--- src/rtl/acc_alu_pkg.sv ---
package acc_alu_pkg;

    localparam int DATA_W = 8;
    localparam int NIB_W  = 4;
    localparam int FLAG_W = 5;
    localparam int OP_W   = 4;

    typedef enum logic [OP_W-1:0] {
        OP_ADD = 4'd0,
        OP_ADC = 4'd1,
        OP_SUB = 4'd2,
        OP_SBB = 4'd3,
        OP_CMP = 4'd4,
        OP_AND = 4'd5,
        OP_OR  = 4'd6,
        OP_XOR = 4'd7,
        OP_CMA = 4'd8,
        OP_STC = 4'd9,
        OP_DAA = 4'd10,
        OP_RLC = 4'd11,
        OP_RRC = 4'd12,
        OP_RAL = 4'd13,
        OP_RAR = 4'd14,
        OP_NOP = 4'd15
    } alu_op_e;

    typedef struct packed {
        logic s;
        logic z;
        logic ac;
        logic p;
        logic c;
    } flags_t;

    function automatic logic even_ones(input logic [DATA_W-1:0] v);
        return ~(^v);
    endfunction

endpackage

--- src/rtl/alu_addsub.sv ---
module alu_addsub
    import acc_alu_pkg::*;
#(
    parameter int W  = DATA_W,
    parameter int NW = NIB_W
) (
    input  logic [W-1:0] a,
    input  logic [W-1:0] b,
    input  logic         cin,
    input  logic         sub,
    output logic [W-1:0] res,
    output logic         cout,
    output logic         aux
);
    localparam int EW = W + 1;
    localparam int NE = NW + 1;

    logic [EW-1:0] wide;
    logic [NE-1:0] low;

    always_comb begin
        if (sub) begin
            wide = {1'b0, a} - {1'b0, b} - {{W{1'b0}}, cin};
            low  = {1'b0, a[NW-1:0]} - {1'b0, b[NW-1:0]} - {{NW{1'b0}}, cin};
        end else begin
            wide = {1'b0, a} + {1'b0, b} + {{W{1'b0}}, cin};
            low  = {1'b0, a[NW-1:0]} + {1'b0, b[NW-1:0]} + {{NW{1'b0}}, cin};
        end
        res  = wide[W-1:0];
        cout = wide[W];
        aux  = low[NW];
    end
endmodule

--- src/rtl/alu_bitops.sv ---
module alu_bitops
    import acc_alu_pkg::*;
#(
    parameter int W = DATA_W
) (
    input  alu_op_e      op,
    input  logic [W-1:0] a,
    input  logic [W-1:0] b,
    input  logic         cin,
    output logic [W-1:0] res,
    output logic         cout
);
    always_comb begin
        res  = a;
        cout = 1'b0;
        unique case (op)
            OP_AND: res = a & b;
            OP_OR:  res = a | b;
            OP_XOR: res = a ^ b;
            OP_CMA: res = ~a;
            OP_RLC: begin res = {a[W-2:0], a[W-1]}; cout = a[W-1]; end
            OP_RRC: begin res = {a[0], a[W-1:1]};   cout = a[0];   end
            OP_RAL: begin res = {a[W-2:0], cin};    cout = a[W-1]; end
            OP_RAR: begin res = {cin, a[W-1:1]};    cout = a[0];   end
            default: begin res = a; cout = 1'b0; end
        endcase
    end
endmodule

--- src/rtl/alu_decadj.sv ---
module alu_decadj
    import acc_alu_pkg::*;
#(
    parameter int W  = DATA_W,
    parameter int NW = NIB_W
) (
    input  logic [W-1:0] a,
    input  logic         cy,
    input  logic         ac,
    output logic [W-1:0] res,
    output logic         cy_out,
    output logic         ac_out
);
    localparam logic [NW-1:0] DIG_MAX = NW'(9);
    localparam logic [NW-1:0] FIX     = NW'(6);
    localparam logic [W-1:0]  BYTE_MAX = {DIG_MAX, DIG_MAX};

    logic          lo_fix, hi_fix;
    logic [W-1:0]  corr;
    logic [NW:0]   low_sum;

    always_comb begin
        lo_fix  = (a[NW-1:0] > DIG_MAX) | ac;
        hi_fix  = (a > BYTE_MAX) | cy;
        corr    = {(hi_fix ? FIX : {NW{1'b0}}), (lo_fix ? FIX : {NW{1'b0}})};
        res     = a + corr;
        low_sum = {1'b0, a[NW-1:0]} + {1'b0, corr[NW-1:0]};
        ac_out  = low_sum[NW];
        cy_out  = hi_fix;
    end
endmodule

--- src/rtl/acc_alu.sv ---
module acc_alu
    import acc_alu_pkg::*;
#(
    parameter int W = DATA_W
) (
    input  logic              clk,
    input  logic              rst,
    input  logic [OP_W-1:0]   op,
    input  logic [W-1:0]      acc,
    input  logic [W-1:0]      opnd,
    input  logic              flag_we,
    output logic [W-1:0]      result,
    output logic              acc_we,
    output logic [FLAG_W-1:0] flags_nxt,
    output logic [FLAG_W-1:0] flags_q
);
    alu_op_e     op_e;
    flags_t      fq, fn;
    logic        as_cin, as_sub, as_co, as_ac;
    logic [W-1:0] as_res, bo_res, da_res;
    logic        bo_co, da_co, da_ac;
    logic        szp_upd;

    assign op_e   = alu_op_e'(op);
    assign as_sub = (op_e == OP_SUB) || (op_e == OP_SBB) || (op_e == OP_CMP);
    assign as_cin = ((op_e == OP_ADC) || (op_e == OP_SBB)) ? fq.c : 1'b0;

    alu_addsub #(.W(W)) u_addsub (
        .a(acc), .b(opnd), .cin(as_cin), .sub(as_sub),
        .res(as_res), .cout(as_co), .aux(as_ac)
    );

    alu_bitops #(.W(W)) u_bitops (
        .op(op_e), .a(acc), .b(opnd), .cin(fq.c),
        .res(bo_res), .cout(bo_co)
    );

    alu_decadj #(.W(W)) u_decadj (
        .a(acc), .cy(fq.c), .ac(fq.ac),
        .res(da_res), .cy_out(da_co), .ac_out(da_ac)
    );

    always_comb begin
        fn      = fq;
        result  = acc;
        acc_we  = 1'b1;
        szp_upd = 1'b0;
        unique case (op_e)
            OP_ADD, OP_ADC, OP_SUB, OP_SBB, OP_CMP: begin
                result  = as_res;
                fn.c    = as_co;
                fn.ac   = as_ac;
                szp_upd = 1'b1;
                acc_we  = (op_e != OP_CMP);
            end
            OP_AND, OP_OR, OP_XOR: begin
                result  = bo_res;
                fn.c    = 1'b0;
                fn.ac   = 1'b0;
                szp_upd = 1'b1;
            end
            OP_CMA: result = bo_res;
            OP_STC: begin
                acc_we = 1'b0;
                fn.c   = 1'b1;
            end
            OP_DAA: begin
                result  = da_res;
                fn.c    = da_co;
                fn.ac   = da_ac;
                szp_upd = 1'b1;
            end
            OP_RLC, OP_RRC, OP_RAL, OP_RAR: begin
                result = bo_res;
                fn.c   = bo_co;
            end
            default: acc_we = 1'b0;
        endcase
        if (szp_upd) begin
            fn.s = result[W-1];
            fn.z = (result == '0);
            fn.p = even_ones(result);
        end
    end

    always_ff @(posedge clk) begin
        if (rst)
            fq <= '0;
        else if (flag_we)
            fq <= fn;
    end

    assign flags_nxt = fn;
    assign flags_q   = fq;
endmodule

--- config.mk ---
export PLATFORM = sky130hd
export DESIGN_NAME = acc_alu
export DESIGN_NICKNAME = d
export VERILOG_FILES = /design/src/rtl/acc_alu_pkg.sv /design/src/rtl/alu_addsub.sv /design/src/rtl/alu_bitops.sv /design/src/rtl/alu_decadj.sv /design/src/rtl/acc_alu.sv
export SDC_FILE = /design/constraint.sdc
export NUM_CORES = 1
export LEC_CHECK = 0
export BUFFER_PORTS_ARGS = -buffer_cell sky130_fd_sc_hd__buf_2
export CAP_MARGIN = 0
export CORE_ASPECT_RATIO = 1.2
export CORE_MARGIN = 2
export CORE_UTILIZATION = 35
export CTS_CLUSTER_SIZE = 28
export DETAILED_ROUTE_END_ITERATION = 8
export HOLD_SLACK_MARGIN = 0.05
export PLACE_DENSITY_LB_ADDON = 0.05
export SKIP_LAST_GASP = 1
export SLEW_MARGIN = 20
export SYNTH_ARGS = -nofsm -noshare
export SYNTH_HDL_FRONTEND = slang
export SYNTH_SLANG_ARGS = --single-unit
--- constraint.sdc ---
create_clock -name clk -period 5.25 [get_ports clk]
set_input_delay 0.525 -clock clk [delete_from_list [all_inputs] [get_ports clk]]
set_output_delay 0.525 -clock clk [all_outputs]
set_load 0.03 [all_outputs]
### Word-level counts from Yosys, hierarchy flattened

Index checks and enable logic that the tools add are counted.

* register bits: 5
* input bits: 23
* output and inout bits: 19

* $add $sub $neg: 10
* magnitude comparators: 2
* eq/ne operators: 15
* mux-type cells: 14
* bitwise logic cells: 7
* reduce and logical (&&, ||, !) cells: 14

Operator list (count)
* 8-bit one-hot mux with 8 select lines: 1
* 4-bit == test (second input constant): 7
* 8-bit one-hot mux with 3 select lines: 1
* 9-bit OR reduction: 2
* 4-bit by 3-bit == test with 1-bit output (second input constant): 4
* 4-bit by 4-bit adder with 5-bit output: 2
* 8-bit by 8-bit adder with 9-bit output: 1
* 9-bit by 1-bit adder with 9-bit output: 1
* 9-bit 2-to-1 mux: 1
* 8-bit by 8-bit subtractor with 9-bit output: 1
* 9-bit by 1-bit subtractor with 9-bit output: 1
* 8-bit adder: 1
* 8-bit AND: 1
* 4-bit by 2-bit == test with 1-bit output (second input constant): 2
* 8-bit greater-than comparator (second input constant): 1
* 8-bit logical NOT: 1
* 8-bit inverter: 1
* 8-bit bitwise OR: 1
* 8-bit OR reduction: 1
* 8-bit parity: 1
* 8-bit bitwise XOR: 1
* 3-bit 2-to-1 mux: 2
* 5-bit by 1-bit adder with 5-bit output: 1
* 5-bit 2-to-1 mux: 1
* 18 further kinds: 25

### Longest topological paths before layout

Gate-level depths: netlist of run 1.

* depth after elaboration: 9
* depth in mapped cells: 19
* mapped depth without buffers: 17

### By module

From an unflattened synthesis of run 1, not the netlist that was laid out.

* cell total of the unflattened synthesis: 415
* area, all modules: 3049.2 µm²

By module, submodules not included
* acc_alu: instances 1, cells an instance 138, area an instance 974.7 µm²
* alu_bitops: instances 1, cells an instance 130, area an instance 945.9 µm²
* alu_addsub: instances 1, cells an instance 124, area an instance 927.1 µm²
* alu_decadj: instances 1, cells an instance 23, area an instance 201.4 µm²

### Worst setup path before layout of run 1

No wires, ideal clock.

* path kind: input to output
* from: in op[2]
* to: out flags_nxt[1]
* arrival time: 4196 ps
* required time: 4725 ps
* setup slack: 529 ps
* stages: 16
* cells stage by stage: buf_6 clkbuf_1 clkbuf_1 nand3b_1 inv_1 fa_1 fa_1 a211oi_1 o21bai_1 a21oi_1 xnor2_1 a221oi_1 ha_1 xnor2_1 xnor2_1 a21oi_1

* cells in the longest elaborated chain, start to end: 9
* elaborated cells between the ends (all ways): 30
* classes of those cells: add/sub: 2; eq/ne: 13; mux: 6; bitwise: 1; reduce/logical: 8

RTL lines
* start, declared: line acc_alu.sv:8 `input logic [OP_W-1:0] op,`
* 4-bit by 1-bit == test with 1-bit output or 4-bit by 2-bit == test with 1-bit output (tied branches): line acc_alu.sv:26, acc_alu.sv:48, acc_alu.sv:25
* 1-bit logical OR: line acc_alu.sv:26 `assign as_cin = ((op_e == OP_ADC) || (op_e == OP_SBB)) ? fq.c : 1'b0;`
* 1-bit 2-to-1 mux: line acc_alu.sv:26
* 9-bit by 1-bit adder with 9-bit output or 9-bit by 1-bit subtractor with 9-bit output (tied branches): line alu_addsub.sv:26, alu_addsub.sv:23
* 9-bit 2-to-1 mux: line alu_addsub.sv:22 `if (sub) begin`
* 8-bit one-hot mux with 3 select lines: line acc_alu.sv:48 `unique case (op_e)`
* 8-bit parity: line acc_alu_pkg.sv:36 `return ~(^v);`
* 1-bit inverter: line acc_alu_pkg.sv:36
* 1-bit 2-to-1 mux *: line acc_alu.sv:79 `if (szp_upd) begin`
* end, declared: line acc_alu.sv:14 `output logic [FLAG_W-1:0] flags_nxt,`

Mark *: on every way between the ends. The rest lies on a longest branch, timed or not.

### Worst setup path after layout of run 1

* from: in op[0]
* to: out flags_nxt[1]

Same word-level chain as after synthesis.

==> qor.csv, run 1 <==
stage,metric,value,unit
status,status,"finished, final reports clean",
logic_synthesis,Synth Net Count,412,
floorplan,DIE AREA,0.007759,mm²
drt,WL final,8332,µm
global_routing,first-pass GRT wire length,12850,µm
finish,Ant. Diodes,0,
drt,Residual DRC,0,
logic_synthesis,Post-synth EDFFs,0,
worst_hold_path,Hold Path Class,flip-flop to flip-flop,
clock_tree,Post-CTS Setup Inserts,0,
timing,Period minus WS final,4747,ps
place,GPL Wtd Cong,0.8703,
pwr,Final Power,513.8,µW
critical_path,CP required,4720,ps
global_routing,grt total ovfl,0,
logic_synthesis,number of synthesized register bits,5,
finish,Util after Layout,0.4001,
floorplan,core area,0.006854,mm²
finish,most frequent cells in the layout,"41 x buf_2, 38 x ha_1, 33 x inv_1",
logic_synthesis,post-synthesis sequential area ratio,0.04047,
place,Cells after DPL,456,
finish,"commonest non-fill, non-tap cell in the layout",buf_2,
pwr,Power Density,187.3,mW/mm²
clock_tree,CTS sink cnt,5,
job,max cap viols,0,
clock_tree,Worst-path clk slew,40,ps
floorplan,die height,96.09,µm
timing,final hold slack,477.8,ps
pwr,VDD IR max,171.4,µV
clock_tree,Num CTS Buffers,3,
timing,RSZ-0062 raised after global routing,no,
timing,setup TNS,0,ps
floorplan,chip width,80.75,µm
finish,layout cells sized above 1,0.1475,
timing,fin crit share,0.9042,
drt,via count,2682,
drt,routed len/inst,18.11,µm
drt,drt via density,5.830,
logic_synthesis,synthesized area,0.002474,mm²
clock_tree,"Clk Latency, worst-skew pair",220,ps
critical_path,CP Class,primary input to output pin,
timing,Setup-failing EPs final,0,
clock_tree,cts hold-fix bufs,0,
critical_path,CP endpoint kind,output pin,
critical_path,CP startpoint kind,primary input,
clock_tree,post-CTS sizing,0,
logic_synthesis,syn avg cell area,7.149,µm²
global_routing,GRT Util Overall,0.2166,
drt,Post-DRT Antenna Nets,0,
timing,Least-Margin Pin Slew,851.7,ps
critical_path,Worst EP arrival,4220,ps
clock_tree,clk root buf,clkbuf_8,
finish,Area Growth Syn to Fin,10.88,%
drt,Pre-antenna DRT Iters,6,
logic_synthesis,Synth cell types,60,
floorplan,FP Rows,33,
clock_tree,CTS tree,done,
place,dpl hpwl,6464,µm
finish,Final #Nets,440,
timing,Worst slew margin,0.4278,
global_routing,vias in the first global route,2428,
logic_synthesis,Mapped Cells,346,
timing,Worst Skew,0.6578,ps
logic_synthesis,asr flop ratio synth,0,
timing,max-slew violations,0,
finish,max FFs per register,5,
drt,DRT iter0 DRCs,231,
timing,Highest Clock Rate,0.2107,GHz
clock_tree,H-tree depth,1,
pwr,Leak Pwr,1.279,nW
logic_synthesis,Synth Flop Type,dfxtp_1,
global_routing,largest net degree at the start of global routing,37,
finish,Final Non-Filler Cells,460,
global_routing,initial antenna violation count,0,
place,Port Buffers,41,
logic_synthesis,Syn. warnings,0,
timing,Final Hold Fails,0,
floorplan,starting density of the core,0.3609,
critical_path,Crit Path Max Fanout,4,
clock_tree,clock buffer depth,2,
floorplan,I/O Pins,42,
==> cells in the mapped netlist (all sizes together), types with 6 or more instances <==
| cell | instances | area, µm² |
|---|---|---|
| ha | 38 | 475.5 |
| inv | 33 | 123.9 |
| o21ai | 31 | 155.1 |
| nor2 | 28 | 105.1 |
| nand2 | 27 | 101.4 |
| a21oi | 19 | 95.09 |
| buf | 15 | 97.59 |
| xnor2 | 12 | 112.6 |
| clkbuf | 8 | 30.03 |
| mux2i | 8 | 80.08 |
| nor3 | 8 | 40.04 |
| xor2 | 8 | 70.07 |
| a211oi | 7 | 57.55 |
| a221o | 6 | 60.06 |
| a22oi | 6 | 45.04 |
==> cell families after synthesis <==
family,count (synthesis),share of synthesized area
compound gates,115,0.3192
xor+xnor,20,0.07385
fa+ha+maj,43,0.2327
buf+inv,56,0.1017
flops,5,0.04047
mux,10,0.04148
simple gates,97,0.1907
==> path summary, 6_finish.rpt <==
check	from	end	slack, ps	depth (start not counted)
worst max-delay path	op[0]	flags_nxt[1]	500	16
worst min-delay path	flags_q[3]	flags_q[3]	480	2
worst max register to register	flags_q[0]	flags_q[1]	1320	16
worst min register to register	flags_q[3]	flags_q[3]	480	2
==> routing by layer <==
layer / vias up / routed length [µm] / GRT usage
met2: 105 / 3832 / 0.3660
met1: 1245 / 3740 / 0.2927
met3: 20 / 476 / 0.002814
met5: - / 0 / 0
li1: 1312 / - / -
met4: 0 / 283 / 0.08757
==> critical path: stages <==
cell	delay [ps]
buf_2	100
nor2b_1	170
nand3b_1	150
inv_1	70
fa_1	420
fa_1	430
a211oi_1	460
o21bai_1	150
a21oi_1	200
xnor2_1	110
a221oi_1	430
ha_1	310
xnor2_1	200
xnor2_1	90
a21oi_1	180
buf_2	220
==> report_power, final <==
| part | switching [mW] | leakage (nW) | internal, mW |
|---|---|---|---|
| Clock | 0.0208 | 0.0228 | 0.0523 |
| Sequential | 0.00266 | 0.0411 | 0.0423 |
| Combinational | 0.246 | 1.22 | 0.149 |
| Total | 0.270 | 1.28 | 0.244 |
==> layout make-up <==
cell class | count | area, µm²
timing repair buffer | 46 | 242.7
sequential | 5 | 100.1
multi-input combinational | 285 | 2122
tap | 87 | 108.9
inverter | 33 | 123.9
clock buffer | 4 | 45.04
fill | 761 | 4111
==> through the flow <==
stage                     setup slack (ps)  cell area (µm²)
after floorplan                      528.5             2474
after global routing                 299.3             2743
final                                502.9             2743
after global placement               537.6             2698
after detailed placement             552.0             2698
after CTS                            535.7             2743
Note: power is estimated with default switching activity, not from simulation.
==> inputs of run 2 (changes only) <==
BUFFER_PORTS_ARGS = default   (was -buffer_cell sky130_fd_sc_hd__buf_2)
DONT_BUFFER_PORTS = 1   (was default)
PLACE_DENSITY = 0.49   (was default)
PLACE_DENSITY_LB_ADDON = default   (was 0.05)
==> qor.csv, run 2 (synthesis results as in run 1) <==
stage,metric,value,unit,change
status,status,"finished, final reports clean",,unchanged
clock_tree,clock buffer depth,2,,unchanged
floorplan,die height,96.09,µm,unchanged
drt,Post-DRT Antenna Nets,0,,unchanged
finish,most frequent cells in the layout,"38 x ha_1, 33 x inv_1, 30 x o21ai_0",,"was 41 x buf_2, 38 x ha_1, 33 x inv_1"
timing,Final Hold Fails,0,,unchanged
finish,Ant. Diodes,0,,unchanged
timing,Worst Skew,0.2643,ps,was 0.6578 ps
clock_tree,cts hold-fix bufs,0,,unchanged
critical_path,worst reg-to-reg path cell count,15,,was 16
worst_hold_path,hold_sp,rst,,was flags_q[3]
finish,layout cells sized above 1,0.02752,,was 0.1475
critical_path,Setup crit end,flags_nxt[1],,unchanged
critical_path,"most used cell, CP",xnor2_1,,unchanged
pwr,P_sw,230.8,µW,was 269.7 µW
clock_tree,clk root buf,clkbuf_8,,unchanged
pwr,Combinational Power Share,0.716,,was 0.770
critical_path,worst-path cell chain,nand3b_1 > inv_1 > fa_1 > ha_1 > o21ai_0 > nand2_1 > a31oi_1 > xnor2_1 > a211oi_2 > ha_1 > xnor2_1 > xnor2_1 > a21oi_1,,was buf_2 > nor2b_1 > nand3b_1 > inv_1 > fa_1 > fa_1 > a211oi_1 > o21bai_1 > a21oi_1 > xnor2_1 > a221oi_1 > ha_1 > xnor2_1 > xnor2_1 > a21oi_1 > buf_2
floorplan,FP Rows,33,,unchanged
critical_path,Crit Path Max Fanout,6,,was 4
clock_tree,Worst-path clk slew,40,ps,about the same
critical_path,CP endpoint kind,output pin,,unchanged
timing,Setup-failing EPs final,0,,unchanged
pwr,Leak Pwr,1.084,nW,was 1.279 nW
drt,Residual DRC,0,,unchanged
global_routing,grt total ovfl,0,,unchanged
global_routing,largest net degree at the start of global routing,38,,was 37
timing,final hold slack,370.7,ps,was 477.8 ps
finish,Area Growth Syn to Fin,1.062,%,was 10.88%
critical_path,CP required,4720,ps,about the same
global_routing,GRT Util Overall,0.2002,,was 0.2166
drt,via count,2501,,was 2682
timing,fin crit share,0.9031,,was 0.9042
floorplan,chip width,80.75,µm,unchanged
critical_path,CP startpoint kind,flip-flop,,was primary input
clock_tree,"Clk Latency, worst-skew pair",220,ps,about the same
pwr,Power Density,180.1,mW/mm²,was 187.3 mW/mm²
pwr,Internal,219.4,µW,was 244.1 µW
drt,drt via density,6.041,,was 5.830
critical_path,r2r endpoint,flags_q[1],,unchanged
global_routing,first-pass GRT wire length,12060,µm,was 12850 µm
drt,WL final,7826,µm,was 8332 µm
timing,RSZ-0062 raised after global routing,no,,unchanged
finish,Final #Nets,394,,was 440
pwr,switching part of the total,0.5126,,was 0.5249
critical_path,maximum cell stage delay along the critical path,660,ps,was 460 ps
critical_path,"Slowest-stage cell, CP",dfxtp_1,,was a211oi_1
timing,Worst slew margin,0.4490,,was 0.4278
clock_tree,CTS tree,done,,unchanged
floorplan,starting density of the core,0.3609,,unchanged
timing,setup TNS,0,ps,unchanged
clock_tree,post-CTS sizing,0,,unchanged
pwr,VDD IR max,166.5,µV,was 171.4 µV
global_routing,initial antenna violation count,0,,unchanged
place,GPL Wtd Cong,0.8441,,was 0.8703
timing,Least-Margin Pin Slew,820.3,ps,was 851.7 ps
drt,Pre-antenna DRT Iters,5,,was 6
worst_hold_path,Hold Path Class,primary input to flip-flop,,was flip-flop to flip-flop
finish,"commonest non-fill, non-tap cell in the layout",ha_1,,was buf_2
drt,routed len/inst,18.90,µm,was 18.11 µm
place,Port Buffers,0,,was 41
clock_tree,H-tree depth,1,,unchanged
timing,Period minus WS final,4741,ps,was 4747 ps
place,dpl hpwl,6217,µm,was 6464 µm
clock_tree,Post-CTS Setup Inserts,0,,unchanged
timing,Highest Clock Rate,0.2109,GHz,was 0.2107 GHz
pwr,Clock Power Share,0.161,,was 0.142
job,max cap viols,0,,unchanged
clock_tree,Num CTS Buffers,3,,unchanged
critical_path,Worst Setup SP,flags_q[0],,was op[0]
clock_tree,CTS sink cnt,5,,unchanged
critical_path,R2R setup slack,920,ps,was 1320 ps
critical_path,Reg-to-Reg Start,flags_q[0],,unchanged
finish,max FFs per register,5,,unchanged
floorplan,DIE AREA,0.007759,mm²,unchanged
timing,max-slew violations,0,,unchanged
global_routing,vias in the first global route,2336,,was 2428
critical_path,Worst EP arrival,4220,ps,about the same
drt,DRT iter0 DRCs,205,,was 231
critical_path,CP Class,flip-flop to output pin,,was primary input to output pin
pwr,sequential power share,0.122,,was 0.088
floorplan,I/O Pins,42,,unchanged
floorplan,core area,0.006854,mm²,unchanged
## run 2: stage by stage
stage / utilization / area [µm²] / setup WS, ps / std cells / power, mW
5_1_grt: 0.3647 / 2500 / 232.7 / 414 / 0.4877
6_report: 0.3647 / 2500 / 508.7 / 414 / 0.4502
2_1_floorplan: - / 2474 / 528.5 / 346 / 0.3367
3_3_place_gp: 0.3582 / 2455 / 652.8 / 410 / 0.3789
4_1_cts: 0.3647 / 2500 / 450.6 / 414 / 0.4534
3_5_place_dp: 0.3582 / 2455 / 630.6 / 410 / 0.3770
## run 2: worst min path at each step
stage                            end  slack (ps)  cells after the start
after floorplan           flags_q[0]         530                      2
after global placement    flags_q[4]         600                      1
after detailed placement  flags_q[1]         600                      1
after CTS                 flags_q[4]         370                      1
after global routing      flags_q[1]         370                      1
final                     flags_q[1]         370                      1
## run 2: area by class of cell
type / instances / area [µm²]
fill: 750 / 4354
multi-input combinational: 285 / 2122
inverter: 33 / 123.9
tap: 87 / 108.9
sequential: 5 / 100.1
clock buffer: 4 / 45.04
## run 2: power groups by stage
stage | sequential (mW) | clock, mW | combinational [mW]
final | 0.0551 | 0.0726 | 0.322
after global routing | 0.0560 | 0.0749 | 0.357
after CTS | 0.0552 | 0.0748 | 0.323
after detailed placement | 0.0558 | 0 | 0.321
after global placement | 0.0557 | 0 | 0.323
after floorplan | 0.0513 | 0 | 0.285
## run 2: metal layers
metal,part of all wire,track usage,vias up
met4,0.021,0.06356,0
met2,0.49,0.3604,83
met1,0.43,0.2473,1187
li1,-,-,1221
met5,0,0,-
met3,0.056,0.02251,10
## run 2: worst max-delay path, delay by kind of cell (launching register included)
kind / cells / cell delay [ps]
adder cells (fa/ha/maj): 3 / 980
AO/OA/AOI/OAI: 4 / 1480
XOR/XNOR: 3 / 410
buffers and inverters: 1 / 110
flip-flops: 1 / 660
AND/OR/NAND/NOR: 2 / 360
